### src/rtl/pmload_pkg.sv
`timescale 1ns/1ps
package pmload_pkg;

  localparam int unsigned REG_AW = 5;

  // Opcode encodings; the destination field sits in bits 8:4.
  localparam logic [15:0] OPC_IMPLIED   = 16'h95D8;
  localparam logic [15:0] OPC_FORM_MASK = 16'hFE0F;
  localparam logic [15:0] OPC_KEEP      = 16'h9006;
  localparam logic [15:0] OPC_POSTINC   = 16'h9007;

  typedef enum logic [1:0] {
    SQ_IDLE,
    SQ_DECODE,
    SQ_FETCH,
    SQ_WRITE
  } sq_state_e;

  typedef enum logic [1:0] {
    LD_NONE,
    LD_IMPLIED,
    LD_KEEP,
    LD_POSTINC
  } ld_form_e;

  typedef struct packed {
    ld_form_e           form;
    logic [REG_AW-1:0]  dst;
  } ld_dec_t;

endpackage

### src/rtl/pmload_decode.sv
`timescale 1ns/1ps
module pmload_decode
  import pmload_pkg::*;
(
  input  logic [15:0] opcode,
  output ld_dec_t     dec,
  output logic        legal
);

  always_comb begin
    dec.form = LD_NONE;
    dec.dst  = opcode[8:4];
    if (opcode == OPC_IMPLIED) begin
      dec.form = LD_IMPLIED;
      dec.dst  = '0;
    end else if ((opcode & OPC_FORM_MASK) == OPC_KEEP) begin
      dec.form = LD_KEEP;
    end else if ((opcode & OPC_FORM_MASK) == OPC_POSTINC) begin
      dec.form = LD_POSTINC;
    end
  end

  assign legal = (dec.form != LD_NONE);

endmodule

### src/rtl/pmload_ptr.sv
`timescale 1ns/1ps
module pmload_ptr #(
  parameter int unsigned DATA_W  = 8,
  parameter int unsigned BYTE_AW = 24
) (
  input  logic [BYTE_AW-1:0]  byte_addr,
  input  logic [2*DATA_W-1:0] word,
  output logic [BYTE_AW-2:0]  word_addr,
  output logic [DATA_W-1:0]   byte_sel,
  output logic [BYTE_AW-1:0]  byte_addr_inc
);

  localparam int unsigned WORD_W = 2 * DATA_W;

  // Word index drops the lane-select bit.
  assign word_addr = byte_addr[BYTE_AW-1:1];

  // Lane 0 is the low half of the word, lane 1 the high half.
  assign byte_sel = byte_addr[0] ? word[WORD_W-1:DATA_W] : word[DATA_W-1:0];

  // Full-width increment; the carry runs into the extension bits and
  // the all-ones value rolls over to zero.
  assign byte_addr_inc = byte_addr + BYTE_AW'(1);

endmodule

### src/rtl/pmload_seq.sv
`timescale 1ns/1ps
module pmload_seq
  import pmload_pkg::*;
#(
  parameter int unsigned DATA_W     = 8,
  parameter int unsigned PTR_W      = 16,
  parameter int unsigned EXT_W      = 8,
  parameter int unsigned PTR_LO_IDX = 30,
  parameter int unsigned PTR_HI_IDX = 31
) (
  input  logic                            clk,
  input  logic                            rst_n,
  input  logic                            op_valid,
  output logic                            op_ready,
  input  logic [15:0]                     op_code,
  output logic                            busy,
  output logic [15:0]                     op_q,
  input  ld_dec_t                         dec,
  input  logic                            legal,
  output logic                            rf_rd_en,
  input  logic [DATA_W-1:0]               rf_rdata_lo,
  input  logic [DATA_W-1:0]               rf_rdata_hi,
  input  logic [EXT_W-1:0]                ext_rdata,
  output logic [EXT_W+PTR_W-1:0]          baddr_q,
  input  logic [EXT_W+PTR_W-2:0]          word_addr,
  input  logic [DATA_W-1:0]               byte_sel,
  input  logic [EXT_W+PTR_W-1:0]          baddr_inc,
  output logic                            pm_req,
  output logic [EXT_W+PTR_W-2:0]          pm_addr,
  output logic [2:0]                      rf_we,
  output logic [3*REG_AW-1:0]             rf_waddr,
  output logic [3*DATA_W-1:0]             rf_wdata,
  output logic                            ext_we,
  output logic [EXT_W-1:0]                ext_wdata,
  output logic                            done,
  output logic                            illegal,
  output logic                            undef
);

  localparam int unsigned BYTE_AW = EXT_W + PTR_W;
  localparam logic [REG_AW-1:0] LO_A = REG_AW'(PTR_LO_IDX);
  localparam logic [REG_AW-1:0] HI_A = REG_AW'(PTR_HI_IDX);

  sq_state_e state_q;
  ld_dec_t   dec_q;
  logic      fire;
  logic      is_inc;

  assign op_ready = (state_q == SQ_IDLE);
  assign busy     = ~op_ready;
  assign fire     = op_valid & op_ready;

  always_ff @(posedge clk or negedge rst_n) begin
    if (!rst_n) begin
      state_q <= SQ_IDLE;
      op_q    <= '0;
      dec_q   <= '{form: LD_NONE, dst: '0};
      baddr_q <= '0;
    end else begin
      unique case (state_q)
        SQ_IDLE: begin
          if (fire) begin
            op_q    <= op_code;
            state_q <= SQ_DECODE;
          end
        end
        SQ_DECODE: begin
          if (legal) begin
            dec_q   <= dec;
            baddr_q <= {ext_rdata, rf_rdata_hi, rf_rdata_lo};
            state_q <= SQ_FETCH;
          end else begin
            state_q <= SQ_IDLE;
          end
        end
        SQ_FETCH: state_q <= SQ_WRITE;
        SQ_WRITE: state_q <= SQ_IDLE;
        default:  state_q <= SQ_IDLE;
      endcase
    end
  end

  assign is_inc   = (dec_q.form == LD_POSTINC);
  assign rf_rd_en = (state_q == SQ_DECODE);
  assign illegal  = (state_q == SQ_DECODE) & ~legal;
  assign pm_req   = (state_q == SQ_FETCH);
  assign pm_addr  = word_addr;
  assign done     = (state_q == SQ_WRITE);

  // Port 0: loaded byte; port 1: pointer low; port 2: pointer high.
  assign rf_waddr  = {HI_A, LO_A, dec_q.dst};
  assign rf_wdata  = {baddr_inc[PTR_W-1:DATA_W], baddr_inc[DATA_W-1:0], byte_sel};
  assign ext_wdata = baddr_inc[BYTE_AW-1:PTR_W];

  always_comb begin
    rf_we  = 3'b000;
    ext_we = 1'b0;
    undef  = 1'b0;
    if (state_q == SQ_WRITE) begin
      rf_we[0] = 1'b1;
      if (is_inc) begin
        rf_we[2:1] = 2'b11;
        ext_we     = 1'b1;
        undef      = (dec_q.dst == LO_A) || (dec_q.dst == HI_A);
      end
    end
  end

  // an accepted opcode makes the unit busy on the next cycle
  a_r1_accept_busy: assert property (@(posedge clk) disable iff (!rst_n)
    (op_valid && op_ready) |=> busy);

  // a completion is always preceded by a memory request
  a_r5_fetch_before_done: assert property (@(posedge clk) disable iff (!rst_n)
    done |-> $past(pm_req));

  // done never lasts two cycles
  a_r10_done_pulse: assert property (@(posedge clk) disable iff (!rst_n)
    done |=> !done);

  // an unrecognized opcode leaves every write port and the memory quiet
  a_r9_illegal_quiet: assert property (@(posedge clk) disable iff (!rst_n)
    illegal |-> (rf_we == 3'b000 && !ext_we && !pm_req && !done));

  // the undefined flag only appears alongside the pointer write-back
  a_r8_undef_with_ptr: assert property (@(posedge clk) disable iff (!rst_n)
    undef |-> (done && ext_we && rf_we[2]));

  // extension write-back always travels with both pointer halves
  a_r7_ptr_wb_whole: assert property (@(posedge clk) disable iff (!rst_n)
    ext_we |-> (rf_we == 3'b111));

  // the read strobe follows acceptance by exactly one cycle
  a_r1_read_after_accept: assert property (@(posedge clk) disable iff (!rst_n)
    rf_rd_en |-> $past(op_valid && op_ready));

endmodule

### src/rtl/pmload_unit.sv
`timescale 1ns/1ps
module pmload_unit
  import pmload_pkg::*;
#(
  parameter int unsigned DATA_W     = 8,
  parameter int unsigned PTR_W      = 16,
  parameter int unsigned EXT_W      = 8,
  parameter int unsigned PTR_LO_IDX = 30,
  parameter int unsigned PTR_HI_IDX = 31
) (
  input  logic                       clk,
  input  logic                       rst_n,
  input  logic                       op_valid,
  output logic                       op_ready,
  input  logic [15:0]                op_code,
  output logic                       busy,
  output logic                       rf_rd_en,
  output logic [4:0]                 rf_raddr_lo,
  output logic [4:0]                 rf_raddr_hi,
  input  logic [7:0]                 rf_rdata_lo,
  input  logic [7:0]                 rf_rdata_hi,
  input  logic [7:0]                 ext_rdata,
  output logic                       pm_req,
  output logic [22:0]                pm_addr,
  input  logic [15:0]                pm_rdata,
  output logic [2:0]                 rf_we,
  output logic [14:0]                rf_waddr,
  output logic [23:0]                rf_wdata,
  output logic                       ext_we,
  output logic [7:0]                 ext_wdata,
  output logic                       done,
  output logic                       illegal,
  output logic                       undef
);

  localparam int unsigned BYTE_AW = EXT_W + PTR_W;

  logic [15:0]        op_q;
  ld_dec_t            dec;
  logic               legal;
  logic [BYTE_AW-1:0] baddr_q;
  logic [BYTE_AW-2:0] word_addr;
  logic [DATA_W-1:0]  byte_sel;
  logic [BYTE_AW-1:0] baddr_inc;

  assign rf_raddr_lo = REG_AW'(PTR_LO_IDX);
  assign rf_raddr_hi = REG_AW'(PTR_HI_IDX);

  pmload_decode u_decode (
    .opcode (op_q),
    .dec    (dec),
    .legal  (legal)
  );

  pmload_ptr #(
    .DATA_W  (DATA_W),
    .BYTE_AW (BYTE_AW)
  ) u_ptr (
    .byte_addr     (baddr_q),
    .word          (pm_rdata),
    .word_addr     (word_addr),
    .byte_sel      (byte_sel),
    .byte_addr_inc (baddr_inc)
  );

  pmload_seq #(
    .DATA_W     (DATA_W),
    .PTR_W      (PTR_W),
    .EXT_W      (EXT_W),
    .PTR_LO_IDX (PTR_LO_IDX),
    .PTR_HI_IDX (PTR_HI_IDX)
  ) u_seq (
    .clk         (clk),
    .rst_n       (rst_n),
    .op_valid    (op_valid),
    .op_ready    (op_ready),
    .op_code     (op_code),
    .busy        (busy),
    .op_q        (op_q),
    .dec         (dec),
    .legal       (legal),
    .rf_rd_en    (rf_rd_en),
    .rf_rdata_lo (rf_rdata_lo),
    .rf_rdata_hi (rf_rdata_hi),
    .ext_rdata   (ext_rdata),
    .baddr_q     (baddr_q),
    .word_addr   (word_addr),
    .byte_sel    (byte_sel),
    .baddr_inc   (baddr_inc),
    .pm_req      (pm_req),
    .pm_addr     (pm_addr),
    .rf_we       (rf_we),
    .rf_waddr    (rf_waddr),
    .rf_wdata    (rf_wdata),
    .ext_we      (ext_we),
    .ext_wdata   (ext_wdata),
    .done        (done),
    .illegal     (illegal),
    .undef       (undef)
  );

endmodule

### config.mk
export PLATFORM = sky130hd
export DESIGN_NAME = pmload_unit
export DESIGN_NICKNAME = d
export VERILOG_FILES = /design/src/rtl/pmload_pkg.sv /design/src/rtl/pmload_decode.sv /design/src/rtl/pmload_ptr.sv /design/src/rtl/pmload_seq.sv /design/src/rtl/pmload_unit.sv
export SDC_FILE = /design/constraint.sdc
export NUM_CORES = 1
export LEC_CHECK = 0
export BUFFER_PORTS_ARGS = -buffer_cell sky130_fd_sc_hd__buf_2
export CAP_MARGIN = 20
export CORE_MARGIN = 3
export CORE_UTILIZATION = 41
export DETAILED_ROUTE_END_ITERATION = 12
export PLACE_DENSITY_LB_ADDON = 0.08
export SETUP_SLACK_MARGIN = 0.4
export SLEW_MARGIN = 10
export SYNTH_ARGS = -nofsm -noshare
export SYNTH_HDL_FRONTEND = slang
export SYNTH_SLANG_ARGS = --single-unit
export TNS_END_PERCENT = 10
### constraint.sdc
create_clock -name clk -period 2 [get_ports clk]
set_input_delay 0.1 -clock clk [delete_from_list [all_inputs] [get_ports clk]]
set_output_delay 0.1 -clock clk [all_outputs]
set_load 0.02 [all_outputs]
# --- Word level (Yosys, flattened, before mapping) ---
# Cells that the tools add are included.
op_classes:
  addsub: 1
  n_mul: 0
  div_mod_pow: 0
  order_cmp: 0
  eq_ne: 10
  n_shift: 0
  mux: 14
  bitwise_logic: 4
  reduce_logical: 5
op_table:
  columns: ["cell", "count"]
  rows:
  - ["adder 24 x 1 -> 24 bit (second input constant)", 1]
  - ["equality test 11 bit (second input constant)", 2]
  - ["equality test 16 bit (second input constant)", 1]
  - ["2-to-1 mux 2 bit", 6]
  - ["equality test 5 bit (second input constant)", 2]
  - ["2-to-1 mux 8 bit", 1]
  - ["one-hot mux 2 bit (4 select lines)", 1]
  - ["equality test 2 bit (second input constant)", 3]
  - ["2-to-1 mux 5 bit", 1]
  - ["2-to-1 mux 1 bit", 4]
  - ["AND reduction 2 bit", 2]
  - ["2-to-1 mux 3 bit", 1]
  - ["bitwise AND 1 bit", 2]
  - ["equality test 2 x 1 -> 1 bit (second input constant)", 1]
  - ["logical NOT 2 bit", 1]
  - ["!= test 2 bit (second input constant)", 1]
  - ["NOT 1 bit", 2]
  - ["nonzero test 2 bit", 1]
  - ["logical OR 1 bit", 1]
word_totals:
  register_bits: 49
  latchBits: 0
  mem_bits_rw: 0
  romBits: 0
  inputBits: 59
  out_inout_bits: 91
  n_memories: 0

# --- Longest topological paths before layout ---
depth:
  ltp_word: 7
  mapped_depth: 7
  depth_no_buf: 5

# --- Cells and area by module ---
# A second synthesis with hierarchy kept.
hier_totals:
  cells_unflattened: 316
  area_unflattened_um2: 3455.8
modules_own_cells:
  columns: ["module", "instances", "cells_per_inst", "area_each_um2"]
  rows:
  - ["pmload_seq", 1, 190, 2518.7]
  - ["pmload_ptr", 1, 96, 714.4]
  - ["pmload_decode", 1, 18, 140.1]
  - ["pmload_unit", 1, 12, 82.6]

# --- Worst setup path after synthesis ---
# No wires, ideal clock.
synth_timing:
  path_kind: "register to register"
  from: "reg u_seq.op_q[1]"
  to: "reg u_seq.baddr_q[10]"
  setup_ps: 127
  arrival_ps: 1885
  path_slack_ps: -13
  stages_incl_launch_ff: 7
  n_path_buf: 2
  period_less_slack_ps: 2013
  path_cell_list: "dfrtp_1 -> or4b_4 -> o31ai_4 -> and2_1 -> buf_4 -> buf_6 -> mux2_1"
synth_between:
  elab_chain_cells: 6
  word_cells_on_any_way: 8
synth_rtl:
  columns: ["item", "line", "source"]
  rows:
  - ["start: declaration", "pmload_seq.sv:17", "output logic [15:0] op_q,"]
  - ["start signal: assignment", "pmload_seq.sv:63", "op_q <= op_code;"]
  - ["equality test 11 bit", "pmload_decode.sv:18", "end else if ((opcode & OPC_FORM_MASK) == OPC_POSTINC) begin"]
  - ["2-to-1 mux 2 bit", "pmload_decode.sv:18", null]
  - ["2-to-1 mux 2 bit", "pmload_decode.sv:16", "end else if ((opcode & OPC_FORM_MASK) == OPC_KEEP) begin"]
  - ["2-to-1 mux 2 bit (*)", "pmload_decode.sv:13", "if (opcode == OPC_IMPLIED) begin"]
  - ["nonzero test 2 bit (*)", "pmload_decode.sv:23", "assign legal = (dec.form != LD_NONE);"]
  - ["AND reduction 2 bit (no source line) (*)", null, null]
  - ["end signal: assignment", "pmload_seq.sv:70", "baddr_q <= {ext_rdata, rf_rdata_hi, rf_rdata_lo};"]
  - ["end: declaration", "pmload_seq.sv:24", "output logic [EXT_W+PTR_W-1:0] baddr_q,"]
# Every way passes the cells marked *; elsewhere a longest branch is shown, timed or not.
# A chain may end at the register's enable or synchronous reset.

# --- Final worst setup path ---
layout_timing:
  from: "reg u_seq.op_q[1]"
  to: "reg u_seq.baddr_q[7]"
# The elaborated chain is that of the path after synthesis.

==> results.cfg <==
[status]
status = complete, no violations

[worst_setup_path]
critical_path.max_stage_delay_ps = 560
cp-start-kind = flip-flop
r2r-end = u_seq.baddr_q[7]$_DFFE_PN0P_
cp_top_family = simple AND/OR/NAND/NOR gates
crit_slowest_cell = or4b_4
cp_cell_sequence = or4b_4 > o31ai_4 > and2_4 > buf_12 > mux2_1
crit_buf_inv = 1
r2r_start = u_seq.op_q[1]$_DFFE_PN0P_
critPathKind = reg -> reg
required_ps = 2180
worstPathArrival_ps = 2160
cp-end-kind = flip-flop
rrSetupSlack_ps = 20
rr_worst_depth = 5
critPathMaxFanout = 13

[floorplan]
ioPinCount = 150
dieArea_um2 = 8060
initial_core_util_pct = 43.8
rows = 29
fp.dieW_um = 89.8
die_h_um = 89.8
core_area_um2 = 6570

[timing]
relSlewSlack_pct = 57.5
tightest_slew_ps = 638
drv_slew = 0
clock_skew_ps = 9.15
period_needed_ps = 1980
rsz0062_at_grt = yes
fin_crit_sh_pct = 99.0
fmax_mhz = 505
hold_viol = 0
worst_slack_ps = 19.6
finalSetupViolCount = 0
final.setup.tns_ps = 0

[final_layout]
layout.nets = 441
drive_gt1_share_pct = 59.7
final_cell_mix = 112 x buf_2, 48 x dfrtp_1, 35 x buf_4, 28 x mux2_2, 20 x conb_1
final_common_cell = buf_2
n_antenna_cell = 0
area_growth_pct = 33.2
utilization_pct = 58.4
final_area_um2 = 3840

[placed_design]
dp_slack_ps = -1.79
place_area_um2 = 3370
port_buffers = 129
gp_congestion = 0.788
dp_hpwl_um = 4880

[grt]
grt_max_degree = 50
gr-max-usage-layer = met2
grtUsageTotal_pct = 16.3
grt_util_met2_pct = 29.4
grt_overflow = 0
grt_pass1_vias = 2250
grt_use_met3_pct = 4.92
grt_pass1_wl_um = 10800
use_met1_pct = 19.2
antenna_found_initial = 0

[synth]
yosysSeqAreaShare_pct = 42.6
ys_ff_latch = 49
async_flop_share_pct = 100
synth_top_area_share_pct = 42.6
synth.distinct_cells = 34
mappedNetlistArea_um2 = 2880
yosysWarnings = 0
synth_edf_count = 0
synth_top_area_cell = dfrtp_1
syn-instance-count = 258
synth_area_leaders = dfrtp_1 43%, buf_4 14%, mux2_2 11%
synth.avg_cell_area_um2 = 11.2
synthFlopType = dfrtp_1

[power]
p_seq_share_pct = 52.8
p_per_area_nw_per_um2 = 550
swShare_pct = 28.3
power.internal_uw = 1510
pwr-share-clk_pct = 26.4
p_sw_uw = 598
ir_drop_v = 0.000465
p_leak_uw = 0.00209
pwr-share-comb_pct = 20.8

[route]
num_vias = 2185
firstDrtPassIters = 4
routedWlPerCell_um = 14.2
remaining_drc_errors = 0
vias_per_cell = 4.60
wl_um = 6750
drt_iter0_markers = 76
route.antenna.remaining_nets = 0

[clock_tree]
clk_pin_slew_ps = 90
cts_buffers = 5
ctsLongestPathBuffers = 2
htreeDepth = 2
cts_tree = done
clock-sinks = 49
worst_skew_pair.late_latency_ps = 300
root_buffer = clkbuf_8

[worst_hold_path]
hold_path.class = in -> reg
hold_start = rf_rdata_hi[1]
hold-path-endpoint = u_seq.baddr_q[9]$_DFFE_PN0P_
whs_path_depth = 2

[job]
max-cap-violations = 0
-- metrics by stage --
stage / std cells / hold slack, ps / total power [uW]
floorplan: 276 / -196 / 1420
global placement: 451 / 241 / 1520
detailed placement: 451 / 246 / 1530
CTS: 471 / 2.89 / 2110
global route: 475 / 11.0 / 2230
finish: 475 / 21.9 / 2110
-- synthesized netlist by cell type (2+ instances only) --
cell type,n
and3_1,6
dfrtp_1,49
conb_1,2
buf_6,2
buf_2,2
nand2b_1,4
nor3_1,3
nand4_1,4
buf_4,52
xor2_1,9
xnor2_1,13
and2_1,8
a21oi_1,2
inv_1,5
a22o_1,5
mux2_1,17
nor2_1,7
mux2_2,28
and4_1,3
clkbuf_1,2
or4b_4,2
nand3_1,14
o21ai_0,3
nand2_1,6
-- layer usage --
layer  vias to the layer above  share of wire (%)  wire length [um]
met5                         -                  0                 0
met4                         0               0.55                37
met3                         4                6.5               436
met2                        79                 52              3530
met1                      1042                 41              2750
li1                       1060                  -                 -
-- kinds of logic after synthesis --
kind of cell / synth area share (%)
AOI/OAI and AO/OA: 3.43
muxes: 17.6
buffers and inverters: 15.6
adders and majority gates: 0.435
and+or+nand+nor: 13.4
other: 0.261
DFF: 42.6
xor gates and xnor gates: 6.69
-- registers in the layout, summed over array words and instances (netlist names), named ones only --
register	flops
u_seq.baddr_q	24
u_seq.dec_q	2
u_seq.state_q	1
u_seq.rf_waddr	5
u_seq.op_q	16
-- power by group through the flow --
stage	Clock (uW)	Sequential, uW	Combinational (uW)
after floorplan	0	1120	300
after global placement	0	1130	392
after detailed placement	0	1140	393
after CTS	587	1110	416
after global routing	631	1120	474
final	559	1110	439
-- area by class of cell --
| type | instances | area, um^2 |
|---|---|---|
| Fill cell | 591 | 2730 |
| Multi-Input combinational cell | 164 | 1440 |
| Sequential cell | 49 | 1230 |
| Timing Repair Buffer | 156 | 956 |
| Tap cell | 93 | 116 |
| Clock buffer | 6 | 72.6 |
| Inverter | 5 | 18.8 |
| Clock inverter | 2 | 10.0 |
-- what timing repair did --
item | CTS | global route
cloned | 1 | 0
endpoints found under the setup margin | 66 | 77
hold buffers | 2 | 0
setup buffers | 9 | 4
resized for setup | 15 | 49
pin swaps | 4 | 10
hold endpoints to repair | 50 | 0
-- how the worst max path moves through the flow --
stage	start	endpoint	slack (ps)	depth (start not counted)
finish	u_seq.op_q[1]$_DFFE_PN0P_	u_seq.baddr_q[7]$_DFFE_PN0P_	20	5
global route	u_seq.op_q[1]$_DFFE_PN0P_	u_seq.baddr_q[10]$_DFFE_PN0P_	-50	5
CTS	u_seq.op_q[1]$_DFFE_PN0P_	u_seq.baddr_q[7]$_DFFE_PN0P_	20	5
detailed placement	u_seq.op_q[1]$_DFFE_PN0P_	u_seq.baddr_q[7]$_DFFE_PN0P_	-2	5
global placement	u_seq.op_q[1]$_DFFE_PN0P_	u_seq.baddr_q[23]$_DFFE_PN0P_	40	5
floorplan	u_seq.op_q[1]$_DFFE_PN0P_	u_seq.baddr_q[10]$_DFFE_PN0P_	-4	6
No activity file was read; power rests on OpenSTA's default activity.
